==> src/rtl/cbu_pkg.sv <==
// Shared types for the counter loop branch unit.
// Assumes: operation codes follow control byte bits 7:6.
package cbu_pkg;

    typedef enum logic [1:0] {
        OP_DEC  = 2'b00,
        OP_TEST = 2'b01,
        OP_INC  = 2'b10,
        OP_BAD  = 2'b11
    } cnt_op_t;

    typedef struct packed {
        cnt_op_t    op;
        logic       sense_nz;
        logic [2:0] sel;
        logic       sel_ok;
        logic       bad;
    } ctl_dec_t;

endpackage

==> src/rtl/cbu_decode.sv <==
// Decodes the opcode and control byte into operation, branch sense,
// register code and sign-extended displacement.
// Assumes: bit 3 of the control byte carries no meaning.
module cbu_decode #(
    parameter int          PC_W   = 16,
    parameter logic [7:0]  OPCODE = 8'h04
) (
    input  logic [7:0]              opc,
    input  logic [7:0]              ctl,
    input  logic [7:0]              disp,
    output cbu_pkg::ctl_dec_t       dec,
    output logic signed [PC_W-1:0]  offset
);
    import cbu_pkg::*;

    localparam int EXT_W = PC_W - 9;

    // Field split, register-code check and illegal detection.
    always_comb begin
        dec.op       = cnt_op_t'(ctl[7:6]);
        dec.sense_nz = ctl[5];
        dec.sel      = ctl[2:0];
        dec.sel_ok   = (ctl[2:0] != 3'b010) && (ctl[2:0] != 3'b011);
        dec.bad      = (opc != OPCODE) || (ctl[7:6] == OP_BAD) || !dec.sel_ok;
    end

    // Nine-bit displacement: control bit 4 is the sign, then extended.
    always_comb begin
        offset = {{EXT_W{ctl[4]}}, ctl[4], disp};
    end
endmodule

==> src/rtl/cbu_counter.sv <==
// Selects the counter, applies the test/decrement/increment operation
// at the counter's own width, and tests the result for zero.
// Assumes: codes with bit 2 set are wide registers, the rest narrow.
module cbu_counter #(
    parameter int NARROW_W = 8,
    parameter int WIDE_W   = 16
) (
    input  cbu_pkg::cnt_op_t      op,
    input  logic [2:0]            sel,
    input  logic [NARROW_W-1:0]   a_val,
    input  logic [NARROW_W-1:0]   b_val,
    input  logic [WIDE_W-1:0]     d_val,
    input  logic [WIDE_W-1:0]     x_val,
    input  logic [WIDE_W-1:0]     y_val,
    input  logic [WIDE_W-1:0]     sp_val,
    output logic [WIDE_W-1:0]     new_val,
    output logic                  is_zero
);
    import cbu_pkg::*;

    localparam int PAD_W = WIDE_W - NARROW_W;

    logic [NARROW_W-1:0] n_cur, n_new;
    logic [WIDE_W-1:0]   w_cur, w_new;

    // Operand fetch for both widths.
    always_comb begin
        n_cur = sel[0] ? b_val : a_val;
        unique case (sel[1:0])
            2'b00:   w_cur = d_val;
            2'b01:   w_cur = x_val;
            2'b10:   w_cur = y_val;
            default: w_cur = sp_val;
        endcase
    end

    // Update at each width; wrap comes from the truncating adders.
    always_comb begin
        unique case (op)
            OP_DEC: begin
                n_new = n_cur - 1'b1;
                w_new = w_cur - 1'b1;
            end
            OP_INC: begin
                n_new = n_cur + 1'b1;
                w_new = w_cur + 1'b1;
            end
            default: begin
                n_new = n_cur;
                w_new = w_cur;
            end
        endcase
    end

    // Width choice and zero test on the updated value.
    always_comb begin
        if (sel[2]) begin
            new_val = w_new;
            is_zero = (w_new == '0);
        end else begin
            new_val = {{PAD_W{1'b0}}, n_new};
            is_zero = (n_new == '0);
        end
    end
endmodule

==> src/rtl/cbu_target.sv <==
// Forms the fall-through and branch target addresses and picks one.
// Assumes: the instruction length is fixed; the PC wraps at its width.
module cbu_target #(
    parameter int PC_W    = 16,
    parameter int INSN_LEN = 3
) (
    input  logic [PC_W-1:0]         pc,
    input  logic signed [PC_W-1:0]  offset,
    input  logic                    taken,
    output logic [PC_W-1:0]         npc
);
    localparam logic [PC_W-1:0] LEN = PC_W'(INSN_LEN);

    logic [PC_W-1:0] seq_pc;

    // Sequential address, then optional displacement from it.
    always_comb begin
        seq_pc = pc + LEN;
        npc    = taken ? (seq_pc + PC_W'(offset)) : seq_pc;
    end
endmodule

==> src/rtl/cbu_top.sv <==
// Counter loop branch execute unit. Captures one instruction on start,
// computes, and presents results with done on the third edge.
// Assumes: the register read values are valid in the start cycle.
module cbu_top #(
    parameter int         PC_W     = 16,
    parameter int         NARROW_W = 8,
    parameter int         WIDE_W   = 16,
    parameter int         LATENCY  = 3,
    parameter logic [7:0] OPCODE   = 8'h04
) (
    input  logic                clk,
    input  logic                rst_n,
    input  logic                start,
    input  logic [PC_W-1:0]     pc_in,
    input  logic [7:0]          opc_byte,
    input  logic [7:0]          ctl_byte,
    input  logic [7:0]          disp_byte,
    input  logic [NARROW_W-1:0] rd_a,
    input  logic [NARROW_W-1:0] rd_b,
    input  logic [WIDE_W-1:0]   rd_d,
    input  logic [WIDE_W-1:0]   rd_x,
    input  logic [WIDE_W-1:0]   rd_y,
    input  logic [WIDE_W-1:0]   rd_sp,
    output logic                busy,
    output logic                done,
    output logic [PC_W-1:0]     next_pc,
    output logic                wr_en,
    output logic [2:0]          wr_sel,
    output logic [WIDE_W-1:0]   wr_data,
    output logic                illegal
);
    import cbu_pkg::*;

    localparam int PH_W    = $clog2(LATENCY);
    localparam int LAST_PH = LATENCY - 1;

    logic [PH_W-1:0]      phase;
    logic [PC_W-1:0]      cap_pc;
    logic [7:0]           cap_opc, cap_ctl, cap_disp;
    logic [NARROW_W-1:0]  cap_a, cap_b;
    logic [WIDE_W-1:0]    cap_d, cap_x, cap_y, cap_sp;
    logic                 taken_q;

    ctl_dec_t                dec;
    logic signed [PC_W-1:0]  offset;
    logic [WIDE_W-1:0]       upd_val;
    logic                    upd_zero;
    logic                    take;
    logic [PC_W-1:0]         npc_c;

    assign busy = (phase != '0);

    // Phase sequencer: idle, then LATENCY-1 working cycles.
    always_ff @(posedge clk) begin
        if (!rst_n) begin
            phase <= '0;
        end else if (phase == '0) begin
            if (start) phase <= PH_W'(1);
        end else if (phase == PH_W'(LAST_PH)) begin
            phase <= '0;
        end else begin
            phase <= phase + 1'b1;
        end
    end

    // Operand capture on an accepted start.
    always_ff @(posedge clk) begin
        if (!rst_n) begin
            cap_pc   <= '0;
            cap_opc  <= '0;
            cap_ctl  <= '0;
            cap_disp <= '0;
            cap_a    <= '0;
            cap_b    <= '0;
            cap_d    <= '0;
            cap_x    <= '0;
            cap_y    <= '0;
            cap_sp   <= '0;
        end else if (phase == '0 && start) begin
            cap_pc   <= pc_in;
            cap_opc  <= opc_byte;
            cap_ctl  <= ctl_byte;
            cap_disp <= disp_byte;
            cap_a    <= rd_a;
            cap_b    <= rd_b;
            cap_d    <= rd_d;
            cap_x    <= rd_x;
            cap_y    <= rd_y;
            cap_sp   <= rd_sp;
        end
    end

    cbu_decode #(.PC_W(PC_W), .OPCODE(OPCODE)) u_dec (
        .opc    (cap_opc),
        .ctl    (cap_ctl),
        .disp   (cap_disp),
        .dec    (dec),
        .offset (offset)
    );

    cbu_counter #(.NARROW_W(NARROW_W), .WIDE_W(WIDE_W)) u_cnt (
        .op      (dec.op),
        .sel     (dec.sel),
        .a_val   (cap_a),
        .b_val   (cap_b),
        .d_val   (cap_d),
        .x_val   (cap_x),
        .y_val   (cap_y),
        .sp_val  (cap_sp),
        .new_val (upd_val),
        .is_zero (upd_zero)
    );

    // Branch decision: sense selects zero or nonzero, illegal never branches.
    always_comb begin
        take = !dec.bad && (dec.sense_nz ? !upd_zero : upd_zero);
    end

    cbu_target #(.PC_W(PC_W), .INSN_LEN(3)) u_tgt (
        .pc     (cap_pc),
        .offset (offset),
        .taken  (take),
        .npc    (npc_c)
    );

    // Result registers, loaded in the last working phase.
    always_ff @(posedge clk) begin
        if (!rst_n) begin
            done    <= 1'b0;
            wr_en   <= 1'b0;
            next_pc <= '0;
            wr_sel  <= '0;
            wr_data <= '0;
            illegal <= 1'b0;
            taken_q <= 1'b0;
        end else if (phase == PH_W'(LAST_PH)) begin
            done    <= 1'b1;
            wr_en   <= !dec.bad && (dec.op != OP_TEST);
            next_pc <= npc_c;
            wr_sel  <= dec.sel;
            wr_data <= dec.bad ? '0 : upd_val;
            illegal <= dec.bad;
            taken_q <= take;
        end else begin
            done    <= 1'b0;
            wr_en   <= 1'b0;
        end
    end

    // writes appear only in the result cycle.
    a_r3_write_in_result: assert property (@(posedge clk) disable iff (!rst_n)
        wr_en |-> done);

    // an illegal result never writes.
    a_r4_illegal_no_write: assert property (@(posedge clk) disable iff (!rst_n)
        illegal && done |-> !wr_en);

    // the result strobe lasts one cycle.
    a_r10_done_single: assert property (@(posedge clk) disable iff (!rst_n)
        done |=> !done);

    // the result follows a busy interval.
    a_r10_busy_before_done: assert property (@(posedge clk) disable iff (!rst_n)
        $rose(done) |-> $past(busy));

    // fall-through target when the branch is not taken.
    a_r11_fallthrough: assert property (@(posedge clk) disable iff (!rst_n)
        done && !taken_q |-> next_pc == cap_pc + PC_W'(3));

    // narrow counters never set the upper result byte.
    a_r8_narrow_upper_zero: assert property (@(posedge clk) disable iff (!rst_n)
        done && !wr_sel[2] |-> wr_data[WIDE_W-1:NARROW_W] == '0);
endmodule

==> config.mk <==
export PLATFORM = sky130hd
export DESIGN_NAME = cbu_top
export DESIGN_NICKNAME = d
export VERILOG_FILES = /design/src/rtl/cbu_pkg.sv /design/src/rtl/cbu_decode.sv /design/src/rtl/cbu_counter.sv /design/src/rtl/cbu_target.sv /design/src/rtl/cbu_top.sv
export SDC_FILE = /design/constraint.sdc
export NUM_CORES = 1
export LEC_CHECK = 0
export ABC_AREA = 1
export BUFFER_PORTS_ARGS = -buffer_cell sky130_fd_sc_hd__buf_2
export CORE_UTILIZATION = 57
export DETAILED_ROUTE_END_ITERATION = 16
export PLACE_DENSITY = 0.81
export REMOVE_ABC_BUFFERS = 1
export SETUP_SLACK_MARGIN = 0.5
export SLEW_MARGIN = 5
export SYNTH_ARGS = -nofsm -noshare
export SYNTH_HDL_FRONTEND = slang
export SYNTH_SLANG_ARGS = --single-unit
export TNS_END_PERCENT = 1
==> constraint.sdc <==
create_clock -name clk -period 5 [get_ports clk]
set_clock_uncertainty 0.05 [all_clocks]
set_input_delay 0.5 -clock clk [delete_from_list [all_inputs] [get_ports clk]]
set_output_delay 0.5 -clock clk [all_outputs]
set_load 0.02 [all_outputs]
==> metrics.txt <==
fillers 1371; initial antenna violation count 0; nets@finish 1623; switching share of power between 30% and 40%; Skew-Pair Late Insertion Delay 430 ps; CP endpoint kind flop; PortBufs 160; final slew viol count 0; WS Path Type reg -> reg; core area 15200 um^2; Top cell by count, worst path nand2_1; pre-CTS setup slack 432 ps; clock power share between 30% and 40%; Vias 9004; DIE AREA about 16000 um^2; worst path required time 5290 ps; first-pass GRT wire length 38200 um; Max-slew headroom 24.9%; fin crit share 81.4%; worst setup margin approximately 930 ps; Switch Pwr 1.28 mW; CTS tree done; Synth cell types 43; maxcap violations 0; # setup viols final 0; setup repair after global routing missed its margin no; Post-Synthesis Cells 1338; Horiz. Die Dim 127 um; final setup TNS 0 ps; Reg power frac 37.8%; clk root buf clkbuf_16; gp weighted congestion 0.938; Vias per Instance 5.42; Max VDD drop 0.273 mV; final wirelength 23300 um; Clock Sinks 159; Worst EP arrival 4360 ps; First-pass DRT Iterations 6; largest net degree at the start of global routing 137; Mapped Area ~8900 um^2; synthesized flop and latch total 159; CTS buffer count 17; crit-path max FO 17; Internal Power 2.45 mW; worst reg-to-reg setup slack around 930 ps; Cell Pwr Density 362 nW/um^2; CP endpoint next_pc[11]; remaining antenna violation count after routing 0; CTS H-tree depth 4; Seq/Total Area, Yosys 36.0%; grt ovf 0; combinational share of power a little over a quarter; crit start category flop; effective utilization at floorplan between 50 and 60%; r2r endpoint next_pc[11]; slowest stage cell, crit path dfxtp_4; diode count 0; post-route minimum period 4070 ps; Reg2Reg Launch Point cap_ctl[0]; Initial DRC Count 759; IO Pins 162; status finished, final reports clean; Area Growth Syn to Fin 16.4%; leakage 5.01 nW; Core Rows 45; die span in y 127 um; CTS Buffer Depth 2; Placed Area 9700 um^2; Avg Cell Area, Syn around 6.6 um^2; Critical path origin cap_ctl[0]; actual slew at the worst max-slew pin 1130 ps; worst min-delay path class in -> reg; hpwl dp between 15000 and 20000 um; FF-to-FF path depth 26; Routed WL per cell about 14 um; Clock Pin Slew Worst Setup and Hold Paths 70 ps; CP peak stage delay 460 ps; post-route design area between 10000 and 15000 um^2; hold_buf cts 0; share of cells above drive strength 1 15.3%; vias in the first global route 7909; count of warnings emitted by yosys 0; Final Hold Vio Count 0; GRT Total Usage between 20% and 30%; fmax 0.246 GHz; DRC violations left 0
## layout make-up
type	instances	area [um^2]	area share, %
Sequential cell	159	3190	30.9
Multi-Input combinational cell	999	4980	48.3
Inverter	113	424	4.11
Timing Repair Buffer	171	883	8.57
Clock buffer	20	457	4.43
Clock inverter	12	140	1.36
Tap cell	188	235	2.28
## synthesized netlist by cell type, drive strengths merged
master	instances	share of area, %
nor2	255	11
nand2	247	11
o21ai	180	10
dfxtp	159	36
inv	112	4.7
nand3	92	5.5
a21oi	79	4.5
clkbuf	54	2.3
ha	36	5.1
xor2	28	2.8
nand4	25	1.8
buf	13	0.90
nor3	11	0.62
or2	9	0.66
xnor2	7	0.69
a31oi	5	0.35
o21bai	4	0.34
fa	3	0.68
nor4	3	0.21
and2	2	0.14
nand3b	2	0.17
o31ai	2	0.17
a211oi	1	0.085
a21boi	1	0.085
a21o	1	0.085
a22oi	1	0.085
clkinv	1	0.042
o211ai	1	0.085
o221ai	1	0.099
o22ai	1	0.071
o2bb2ai	1	0.099
o31a	1	0.099
## layer usage
layer	track usage, %	wire length, um	part of all wire, %
met5	0	0	0
met3	5.44	1650	7.1
met4	10.2	473	2.0
met1	41.5	10800	46
met2	46.9	10400	44
## critical path: cells and delay by family, from the launching register on
kind,cells,cell delay [ps]
and+or+nand+nor,21,2340
adders and majority gates,1,440
buffers and inverters,3,510
DFF,1,460
AOI/OAI and AO/OA,1,180
## metrics by stage
| stage | utilization, % | hold slack [ps] | total power [mW] | instances |
|---|---|---|---|---|
| floorplan | - | 372 | 2.15 | 1271 |
| global placement | 63.8 | 385 | 2.40 | 1630 |
| detailed placement | 63.8 | 390 | 2.43 | 1630 |
| CTS | 67.7 | 256 | 3.73 | 1662 |
| global route | 67.8 | 261 | 3.94 | 1662 |
| finish | 67.8 | 263 | 3.73 | 1662 |
## worst min-delay path by stage
stage | startpoint | to | depth (start not counted)
4_1_cts | rd_x[10] | cap_x[10] | 3
6_report | rd_d[14] | cap_d[14] | 3
3_5_place_dp | phase[1] | phase[1] | 1
3_3_place_gp | phase[1] | phase[1] | 1
2_1_floorplan | phase[1] | phase[1] | 1
5_1_grt | rd_d[11] | cap_d[11] | 3
## registers in the layout, summed over array words and instances (netlist names), 8 cells and up
| signal | cells |
|---|---|
| cap_a | 8 |
| cap_b | 8 |
| cap_d | 16 |
| cap_disp | 8 |
| cap_opc | 8 |
| cap_pc | 16 |
| cap_sp | 16 |
| cap_x | 16 |
| cap_y | 16 |
| next_pc | 16 |
| wr_data | 16 |
## layout by cell type, fill, tap and decap left out, types with 2 or more instances in the layout
| master | synthesis | routed |
|---|---|---|
| dfxtp_1 | 159 | 157 |
| inv_6 | 0 | 5 |
| nand2_4 | 1 | 2 |
| fa_1 | 3 | 3 |
| nand4_1 | 25 | 25 |
| nand3_1 | 88 | 88 |
| nand3_4 | 1 | 2 |
| or2_2 | 8 | 8 |
| a31oi_1 | 5 | 5 |
| inv_1 | 111 | 110 |
| nor4_1 | 3 | 3 |
| buf_4 | 2 | 11 |
| o21ai_1 | 3 | 5 |
| xor2_1 | 28 | 28 |
| clkbuf_8 | 0 | 2 |
| clkbuf_16 | 0 | 17 |
| o21ai_0 | 177 | 175 |
| o31ai_1 | 2 | 2 |
| ha_1 | 36 | 36 |
| and2_1 | 2 | 2 |
| nand2_1 | 244 | 242 |
| buf_2 | 7 | 160 |
| inv_2 | 1 | 2 |
| nand3b_1 | 2 | 2 |
| o21bai_1 | 4 | 4 |
| xnor2_1 | 7 | 7 |
| a21oi_1 | 79 | 79 |
| nor2_1 | 254 | 254 |
| nor3_1 | 11 | 11 |
| nand2_2 | 2 | 3 |
| nand3_2 | 3 | 2 |
| inv_8 | 0 | 3 |
## what timing repair did
item	4_1_cts	5_1_grt
buffers inserted	0	0
setup endpoints to repair	15	16
gates resized for setup	3	4
pin swaps	0	1
## power groups by stage
stage | clock network (mW) | logic, mW | registers, mW
after floorplan | 0 | 0.716 | 1.43
after global placement | 0 | 0.970 | 1.43
after detailed placement | 0 | 0.991 | 1.44
after CTS | 1.32 | 0.999 | 1.41
after global routing | 1.37 | 1.15 | 1.42
final | 1.31 | 1.01 | 1.41
## cell families after synthesis
family,after synthesis,share of synthesized area (%)
buffers and inverters,180,7.98
AOI/OAI and AO/OA,279,16.3
and+or+nand+nor,646,30.5
xor gates and xnor gates,35,3.46
DFF,159,36.0
adders and majority gates,39,5.77
No activity file was read; power rests on OpenSTA's default activity.
